File: config.mk
export PLATFORM = sky130hd
export DESIGN_NAME = dly_cal_sweep
export DESIGN_NICKNAME = d
export VERILOG_FILES = /design/src/rtl/dly_cal_pkg.sv /design/src/rtl/dly_cal_tap_judge.sv /design/src/rtl/dly_cal_range.sv /design/src/rtl/dly_cal_sweep.sv
export SDC_FILE = /design/constraint.sdc
export NUM_CORES = 1
export LEC_CHECK = 0
export ABC_AREA = 1
export BUFFER_PORTS_ARGS = -buffer_cell sky130_fd_sc_hd__buf_2
export CORE_MARGIN = 4
export CORE_UTILIZATION = 35
export DETAILED_ROUTE_END_ITERATION = 12
export PLACE_DENSITY_LB_ADDON = 0.05
export SLEW_MARGIN = 40
export SYNTH_ARGS = -nofsm -noshare
export SYNTH_HDL_FRONTEND = slang
export SYNTH_SLANG_ARGS = --single-unit
File: constraint.sdc
create_clock -name clk -period 1.95 [get_ports clk]
set_clock_uncertainty 0.05 [all_clocks]
set_input_delay 0.0975 -clock clk [delete_from_list [all_inputs] [get_ports clk]]
set_output_delay 0.0975 -clock clk [all_outputs]
set_load 0.05 [all_outputs]
File: src/rtl/dly_cal_pkg.sv
package dly_cal_pkg;

  localparam int SMP_MAX = 16;

  typedef enum logic [1:0] {
    ST_IDLE,
    ST_SETTLE,
    ST_COLLECT,
    ST_FINISH
  } cal_state_e;

  // Secondary sample must sit strictly between its neighbouring reference samples.
  function automatic logic pair_in_order(input logic [SMP_MAX-1:0] prev_ref,
                                         input logic [SMP_MAX-1:0] sec,
                                         input logic [SMP_MAX-1:0] next_ref);
    return (prev_ref < sec) && (sec < next_ref);
  endfunction

  // Centre of an inclusive tap range, rounded down.
  function automatic logic [7:0] mid_tap(input logic [7:0] first, input logic [7:0] last);
    logic [8:0] s;
    s = {1'b0, first} + {1'b0, last};
    return s[8:1];
  endfunction

endpackage

File: src/rtl/dly_cal_tap_judge.sv
module dly_cal_tap_judge
  import dly_cal_pkg::*;
#(
  parameter int SMP_W = 8,
  parameter int WIN   = 8
) (
  input  logic             clk,
  input  logic             rst_n,
  input  logic             en_i,
  input  logic             pair_i,
  input  logic [SMP_W-1:0] ref_i,
  input  logic [SMP_W-1:0] sec_i,
  output logic             tap_done_o,
  output logic             tap_ok_o
);

  localparam int CNT_W = $clog2(WIN + 1);

  logic             have_prev_q;
  logic [SMP_W-1:0] prev_ref_q;
  logic [SMP_W-1:0] prev_sec_q;
  logic [CNT_W-1:0] cnt_q;
  logic             all_ok_q;

  logic accept_w;
  logic judge_w;
  logic pair_ok_w;

  assign accept_w  = en_i && pair_i;
  assign judge_w   = accept_w && have_prev_q;
  assign pair_ok_w = pair_in_order(SMP_MAX'(prev_ref_q), SMP_MAX'(prev_sec_q), SMP_MAX'(ref_i));

  assign tap_done_o = judge_w && (cnt_q == CNT_W'(WIN - 1));
  assign tap_ok_o   = all_ok_q && pair_ok_w;

  always_ff @(posedge clk or negedge rst_n) begin
    if (!rst_n) begin
      have_prev_q <= 1'b0;
      prev_ref_q  <= '0;
      prev_sec_q  <= '0;
      cnt_q       <= '0;
      all_ok_q    <= 1'b1;
    end else if (!en_i) begin
      have_prev_q <= 1'b0;
      cnt_q       <= '0;
      all_ok_q    <= 1'b1;
    end else if (accept_w) begin
      prev_ref_q  <= ref_i;
      prev_sec_q  <= sec_i;
      have_prev_q <= 1'b1;
      if (have_prev_q) begin
        cnt_q    <= cnt_q + CNT_W'(1);
        all_ok_q <= all_ok_q && pair_ok_w;
      end
    end
  end

  AST_WIN_BOUND: assert property (@(posedge clk) disable iff (!rst_n)
    cnt_q <= CNT_W'(WIN));
  AST_FIRST_PAIR_PRIMES: assert property (@(posedge clk) disable iff (!rst_n)
    accept_w && !have_prev_q |=> have_prev_q && (cnt_q == $past(cnt_q)));
  AST_SINGLE_STROBE_IGNORED: assert property (@(posedge clk) disable iff (!rst_n)
    en_i && !pair_i |=> (!en_i) || ($stable(cnt_q) && $stable(prev_ref_q)));

endmodule

File: src/rtl/dly_cal_range.sv
module dly_cal_range #(
  parameter int TAP_W = 4
) (
  input  logic             clk,
  input  logic             rst_n,
  input  logic             clear_i,
  input  logic             tap_valid_i,
  input  logic [TAP_W-1:0] tap_idx_i,
  input  logic             tap_ok_i,
  output logic             found_o,
  output logic [TAP_W-1:0] first_o,
  output logic [TAP_W-1:0] last_o
);

  logic             found_q;
  logic             closed_q;
  logic [TAP_W-1:0] first_q;
  logic [TAP_W-1:0] last_q;

  always_ff @(posedge clk or negedge rst_n) begin
    if (!rst_n) begin
      found_q  <= 1'b0;
      closed_q <= 1'b0;
      first_q  <= '0;
      last_q   <= '0;
    end else if (clear_i) begin
      found_q  <= 1'b0;
      closed_q <= 1'b0;
    end else if (tap_valid_i) begin
      if (tap_ok_i && !closed_q) begin
        if (!found_q) begin
          found_q <= 1'b1;
          first_q <= tap_idx_i;
        end
        last_q <= tap_idx_i;
      end else if (!tap_ok_i && found_q) begin
        closed_q <= 1'b1;
      end
    end
  end

  assign found_o = found_q;
  assign first_o = first_q;
  assign last_o  = last_q;

  AST_RANGE_ORDER: assert property (@(posedge clk) disable iff (!rst_n)
    found_q |-> (first_q <= last_q));
  AST_CLOSED_FROZEN: assert property (@(posedge clk) disable iff (!rst_n)
    closed_q && !clear_i |=> $stable(first_q) && $stable(last_q));

endmodule

File: src/rtl/dly_cal_sweep.sv
module dly_cal_sweep
  import dly_cal_pkg::*;
#(
  parameter int TAP_W = 4,
  parameter int SMP_W = 8,
  parameter int WIN   = 8,
  parameter int SET_W = 8
) (
  input  logic             clk,
  input  logic             rst_n,
  input  logic             start_i,
  input  logic [SET_W-1:0] settle_cycles_i,
  input  logic             ref_valid_i,
  input  logic [SMP_W-1:0] ref_sample_i,
  input  logic             sec_valid_i,
  input  logic [SMP_W-1:0] sec_sample_i,
  output logic [TAP_W-1:0] dly_sel_o,
  output logic             cal_done_o,
  output logic [TAP_W-1:0] chosen_o,
  output logic             cal_err_o
);

  localparam logic [TAP_W-1:0] TAP_LAST = '1;

  cal_state_e       state_q;
  logic [TAP_W-1:0] dly_q;
  logic [TAP_W-1:0] saved_q;
  logic [TAP_W-1:0] chosen_q;
  logic [SET_W-1:0] settle_n_q;
  logic [SET_W-1:0] settle_cnt_q;
  logic             done_q;
  logic             err_q;

  logic             collect_en_w;
  logic             pair_w;
  logic             start_acc_w;
  logic             tap_done_w;
  logic             tap_ok_w;
  logic             found_w;
  logic [TAP_W-1:0] first_w;
  logic [TAP_W-1:0] last_w;
  logic [TAP_W-1:0] mid_w;

  assign collect_en_w = (state_q == ST_COLLECT);
  assign pair_w       = ref_valid_i && sec_valid_i;
  assign start_acc_w  = start_i && (state_q == ST_IDLE);
  assign mid_w        = TAP_W'(mid_tap(8'(first_w), 8'(last_w)));

  dly_cal_tap_judge #(
    .SMP_W (SMP_W),
    .WIN   (WIN)
  ) u_judge (
    .clk        (clk),
    .rst_n      (rst_n),
    .en_i       (collect_en_w),
    .pair_i     (pair_w),
    .ref_i      (ref_sample_i),
    .sec_i      (sec_sample_i),
    .tap_done_o (tap_done_w),
    .tap_ok_o   (tap_ok_w)
  );

  dly_cal_range #(
    .TAP_W (TAP_W)
  ) u_range (
    .clk         (clk),
    .rst_n       (rst_n),
    .clear_i     (start_acc_w),
    .tap_valid_i (collect_en_w && tap_done_w),
    .tap_idx_i   (dly_q),
    .tap_ok_i    (tap_ok_w),
    .found_o     (found_w),
    .first_o     (first_w),
    .last_o      (last_w)
  );

  always_ff @(posedge clk or negedge rst_n) begin
    if (!rst_n) begin
      state_q      <= ST_IDLE;
      dly_q        <= '0;
      saved_q      <= '0;
      chosen_q     <= '0;
      settle_n_q   <= '0;
      settle_cnt_q <= '0;
      done_q       <= 1'b0;
      err_q        <= 1'b0;
    end else begin
      case (state_q)
        ST_IDLE: begin
          if (start_acc_w) begin
            saved_q      <= dly_q;
            dly_q        <= '0;
            settle_n_q   <= settle_cycles_i;
            settle_cnt_q <= settle_cycles_i;
            done_q       <= 1'b0;
            err_q        <= 1'b0;
            state_q      <= ST_SETTLE;
          end
        end
        ST_SETTLE: begin
          if (settle_cnt_q == '0) state_q <= ST_COLLECT;
          else settle_cnt_q <= settle_cnt_q - SET_W'(1);
        end
        ST_COLLECT: begin
          if (tap_done_w) begin
            if (dly_q == TAP_LAST) begin
              state_q <= ST_FINISH;
            end else begin
              dly_q        <= dly_q + TAP_W'(1);
              settle_cnt_q <= settle_n_q;
              state_q      <= ST_SETTLE;
            end
          end
        end
        ST_FINISH: begin
          if (found_w) begin
            dly_q    <= mid_w;
            chosen_q <= mid_w;
          end else begin
            dly_q <= saved_q;
            err_q <= 1'b1;
          end
          done_q  <= 1'b1;
          state_q <= ST_IDLE;
        end
        default: state_q <= ST_IDLE;
      endcase
    end
  end

  assign dly_sel_o  = dly_q;
  assign chosen_o   = chosen_q;
  assign cal_done_o = done_q;
  assign cal_err_o  = err_q;

  AST_SEL_HELD_COLLECT: assert property (@(posedge clk) disable iff (!rst_n)
    collect_en_w && !tap_done_w |=> $stable(dly_q));
  AST_SWEEP_STEP: assert property (@(posedge clk) disable iff (!rst_n)
    collect_en_w && tap_done_w && (dly_q != TAP_LAST) |=> dly_q == TAP_W'($past(dly_q) + TAP_W'(1)));
  AST_START_IGNORED_BUSY: assert property (@(posedge clk) disable iff (!rst_n)
    start_i && collect_en_w && !tap_done_w |=> state_q == ST_COLLECT);
  AST_DONE_HOLDS: assert property (@(posedge clk) disable iff (!rst_n)
    done_q && !start_i |=> done_q && $stable(dly_q) && $stable(chosen_q));
  AST_ERR_RESTORES: assert property (@(posedge clk) disable iff (!rst_n)
    $rose(err_q) |-> dly_q == saved_q);
  AST_PICK_MATCHES: assert property (@(posedge clk) disable iff (!rst_n)
    $rose(done_q) && !err_q |-> chosen_q == dly_q);
  AST_PICK_INSIDE: assert property (@(posedge clk) disable iff (!rst_n)
    $rose(done_q) && !err_q |-> (chosen_q >= first_w) && (chosen_q <= last_w));

endmodule

==> impl_metrics.env <==
export IMPL_setup_viol=0
export IMPL_ios=39
export IMPL_worstSetupPathType="primary input to flip-flop"
export IMPL_vias=2992
export IMPL_grt_overflow=0
export IMPL_synth_xor_area_share_pct=0
export IMPL_ys_flop_type="dfrtp_1"
export IMPL_clk_pin_slew_ns=0.07
export IMPL_syn_area_per_cell_um2=8.14
export IMPL_antenna_left=0
export IMPL_grt_pass1_wl_um=14400
export IMPL_antenna_found_initial=0
export IMPL_cap_viol_max_count=0
export IMPL_synth_top_family_by_area="simple AND/OR/NAND/NOR gates"
export IMPL_htreeDepth=3
export IMPL_numCtsBuffers=9
export IMPL_instances_no_fill=654
export IMPL_cts_root_buf="clkbuf_8"
export IMPL_critPathMaxFanout=9
export IMPL_dr_pass1_iters=4
export IMPL_crit_arrival_ns=1.96
export IMPL_cp_required_ns=2.13
export IMPL_synthAdderAreaFrac_pct=9.36
export IMPL_synthArstFlopShare_pct=100
export IMPL_grt_pass1_vias=2976
export IMPL_die_h_um=109
export IMPL_synth_cell_types=29
export IMPL_post_route_min_period_ns=1.78
export IMPL_hp_class="primary input to flip-flop"
export IMPL_ys_ff_latch=64
export IMPL_power_density_nw_per_um2=1310
export IMPL_ys_warnings_count=0
export IMPL_synth_compound_area_share_pct=13.2
export IMPL_netlist_area_leader_share_pct=44.3
export IMPL_wl_per_cell_um=12.4
export IMPL_drive_gt1_share_pct=18.4
export IMPL_synth_top_area_cell="dfrtp_1"
export IMPL_n_antenna_cell=0
export IMPL_tns_ns=0
export IMPL_drt_iter0_markers=99
export IMPL_grt_max_degree=65
export IMPL_finalHoldViolations=0
export IMPL_clk_latency_ns=0.35
export IMPL_placement_rows=36
export IMPL_fp_dieArea_um2=11800
export IMPL_start_kind="primary input"
export IMPL_wl_um=8100
export IMPL_synthTopCellsByArea="dfrtp_1 (44%), nand2_1 (13%), ha_1 (8.8%)"
export IMPL_synth_edff_count=0
export IMPL_relSlewSlack_pct=68.6
export IMPL_initial_core_util_pct=36.2
export IMPL_track_usage_pct=15.6
export IMPL_tightest_slew_ns=0.466
export IMPL_via_per_inst=4.57
export IMPL_gp_congestion=0.799
export IMPL_clock_path_buffers=2
export IMPL_p_leak_nw=2.38
export IMPL_finalCritPeriodShare_pct=91.5
export IMPL_irDropWorstVdd_uv=818
export IMPL_synth_mux_area_fraction_pct=0
export IMPL_seq_area_frac_synth_pct=45.1
export IMPL_syn_nets=492
export IMPL_clock_sinks=64
export IMPL_die_w_um=109
export IMPL_syn_area_um2=3560
export IMPL_dp_cells=612
export IMPL_status="complete, no violations"
export IMPL_endpoint_kind="flip-flop"
export IMPL_slew_violations=0
export IMPL_drc=0
export IMPL_synth_simple_area_share_pct=24.5
export IMPL_syn_inst=437
export IMPL_timing_fmax_mhz=561
export IMPL_io_buffers=38
export IMPL_cts_tree="built"
export IMPL_final_net_count=571
export IMPL_core_area_um2=9820
export IMPL_hpwl_um=5870
export IMPL_area_growth_pct=26.3
==> per-stage QoR <==
step / util, % / power (mW) / worst slack (ns) / hold WS [ns] / instance area [um2]
after detailed placement: 40.6 / 4.62 / 0.112 / 0.0994 / 3990
after floorplan: - / 3.89 / 0.188 / -0.248 / 3560
after global placement: 40.6 / 4.61 / 0.117 / 0.0982 / 3990
after CTS: 45.3 / 5.91 / 0.0852 / 0.000247 / 4450
after global routing: 45.7 / 6.51 / -0.00533 / 0.0149 / 4490
final: 45.7 / 5.91 / 0.167 / 0.0146 / 4490
==> power breakdown <==
group	internal [mW]	switching [mW]
Sequential	1.72	0.233
Clock	0.692	0.527
Combinational	1.07	1.66
Total	3.49	2.42
==> layout make-up <==
type,instances,area [um2]
timing repair buffer,77,571
sequential,64,1600
tap,133,166
clock inverter,3,40.0
clock buffer,13,169
multi-input combinational,303,1710
inverter,61,229
fill,1018,5330
==> flip-flops by register name, indices dropped and copies added (netlist names) <==
register	cells
u_range.first_o	4
u_range.last_o	4
u_judge.prev_sec_q	8
dly_sel_o	4
u_judge.prev_ref_q	8
saved_q	4
state_q	2
cal_err_o	1
u_judge.cnt_q	4
settle_cnt_q	8
chosen_o	4
u_range.found_o	1
u_judge.have_prev_q	1
settle_n_q	8
cal_done_o	1
u_judge.all_ok_q	1
u_range.closed_q	1
==> synth_stat cells (3+ instances only) <==
cell type and number:
dfrtp_1 63, nor2_1 24, a21oi_1 30, clkbuf_1 7, inv_1 53, nand4_1 10, ha_1 25, nand2_4 3
a22oi_1 3, nand3_1 18, nand3_2 3, nand2_1 122, o21ai_2 3, o21ai_0 34, o21ai_1 14, inv_2 7
==> timing repair <==
| item | 4_1_cts | 5_1_grt |
|---|---|---|
| resized for setup | 0 | 6 |
| endpoints found under the setup margin | 0 | 9 |
| hold buffers | 25 | 0 |
| endpoints found under the hold margin | 87 | 0 |
| setup buffers | 0 | 1 |
==> cells by family (layout without fill, tap and decap cells) <==
| logic type | count (synthesis) | in the layout |
|---|---|---|
| and+or+nand+nor | 189 | 189 |
| AOI/OAI and AO/OA | 88 | 88 |
| buffers and inverters | 70 | 154 |
| DFF | 64 | 64 |
| adders and majority gates | 26 | 26 |
==> layout by cell type (no fill, tap or decap), types with 2 or more instances in the layout <==
master	n
dlygate4sd3_1	25
nor3b_1	2
clkbuf_8	12
o21ai_0	34
o21ai_2	3
nand3_1	17
nand2_1	122
buf_12	2
inv_2	8
o211ai_1	2
ha_4	2
buf_4	12
nor2_1	24
clkinv_2	2
nand2_4	3
a22oi_1	3
buf_2	38
dfrtp_1	63
a21oi_1	29
nand3_2	4
nor2_8	2
o21ai_1	14
nand4_1	10
inv_1	52
ha_1	23
==> critical path: stages <==
cell and delay (ns):
dlygate4sd3_1 0.52, buf_2 0.09, inv_1 0.04, ha_1 0.30, nand2_1 0.07, nor2_1 0.05, nand2_1 0.07, nand3_1 0.07
nor2_1 0.09, nand2_1 0.10, nor2_4 0.18, nand2_2 0.15, nand2_1 0.09, o21ai_1 0.06
==> layer usage <==
| metal | GRT usage, % | share of wire (%) | vias up | routed length [um] |
|---|---|---|---|---|
| li1 | - | - | 1576 | - |
| met4 | 4.42 | 1.2 | 0 | 95 |
| met5 | 0 | 0 | - | 0 |
| met1 | 21.3 | 50 | 1368 | 4070 |
| met3 | 4.26 | 3.3 | 11 | 266 |
| met2 | 24.2 | 45 | 37 | 3670 |
==> path summary, 6_finish.rpt <==
path,depth (start not counted),slack [ns],end,start
worst max register to register,12,0.17,u_range.last_o[0],u_judge.prev_sec_q[7]
worst min register to register,2,0.43,u_range.first_o[0],u_range.first_o[0]
worst max-delay path,14,0.17,u_range.last_o[0],ref_sample_i[6]
min in group asynchronous,3,0.25,u_judge.prev_ref_q[6],rst_n
worst min-delay path,3,0.01,u_judge.prev_ref_q[1],ref_sample_i[1]
max in group asynchronous,3,1.28,u_judge.all_ok_q,rst_n
(Power assumes the default switching activity.)
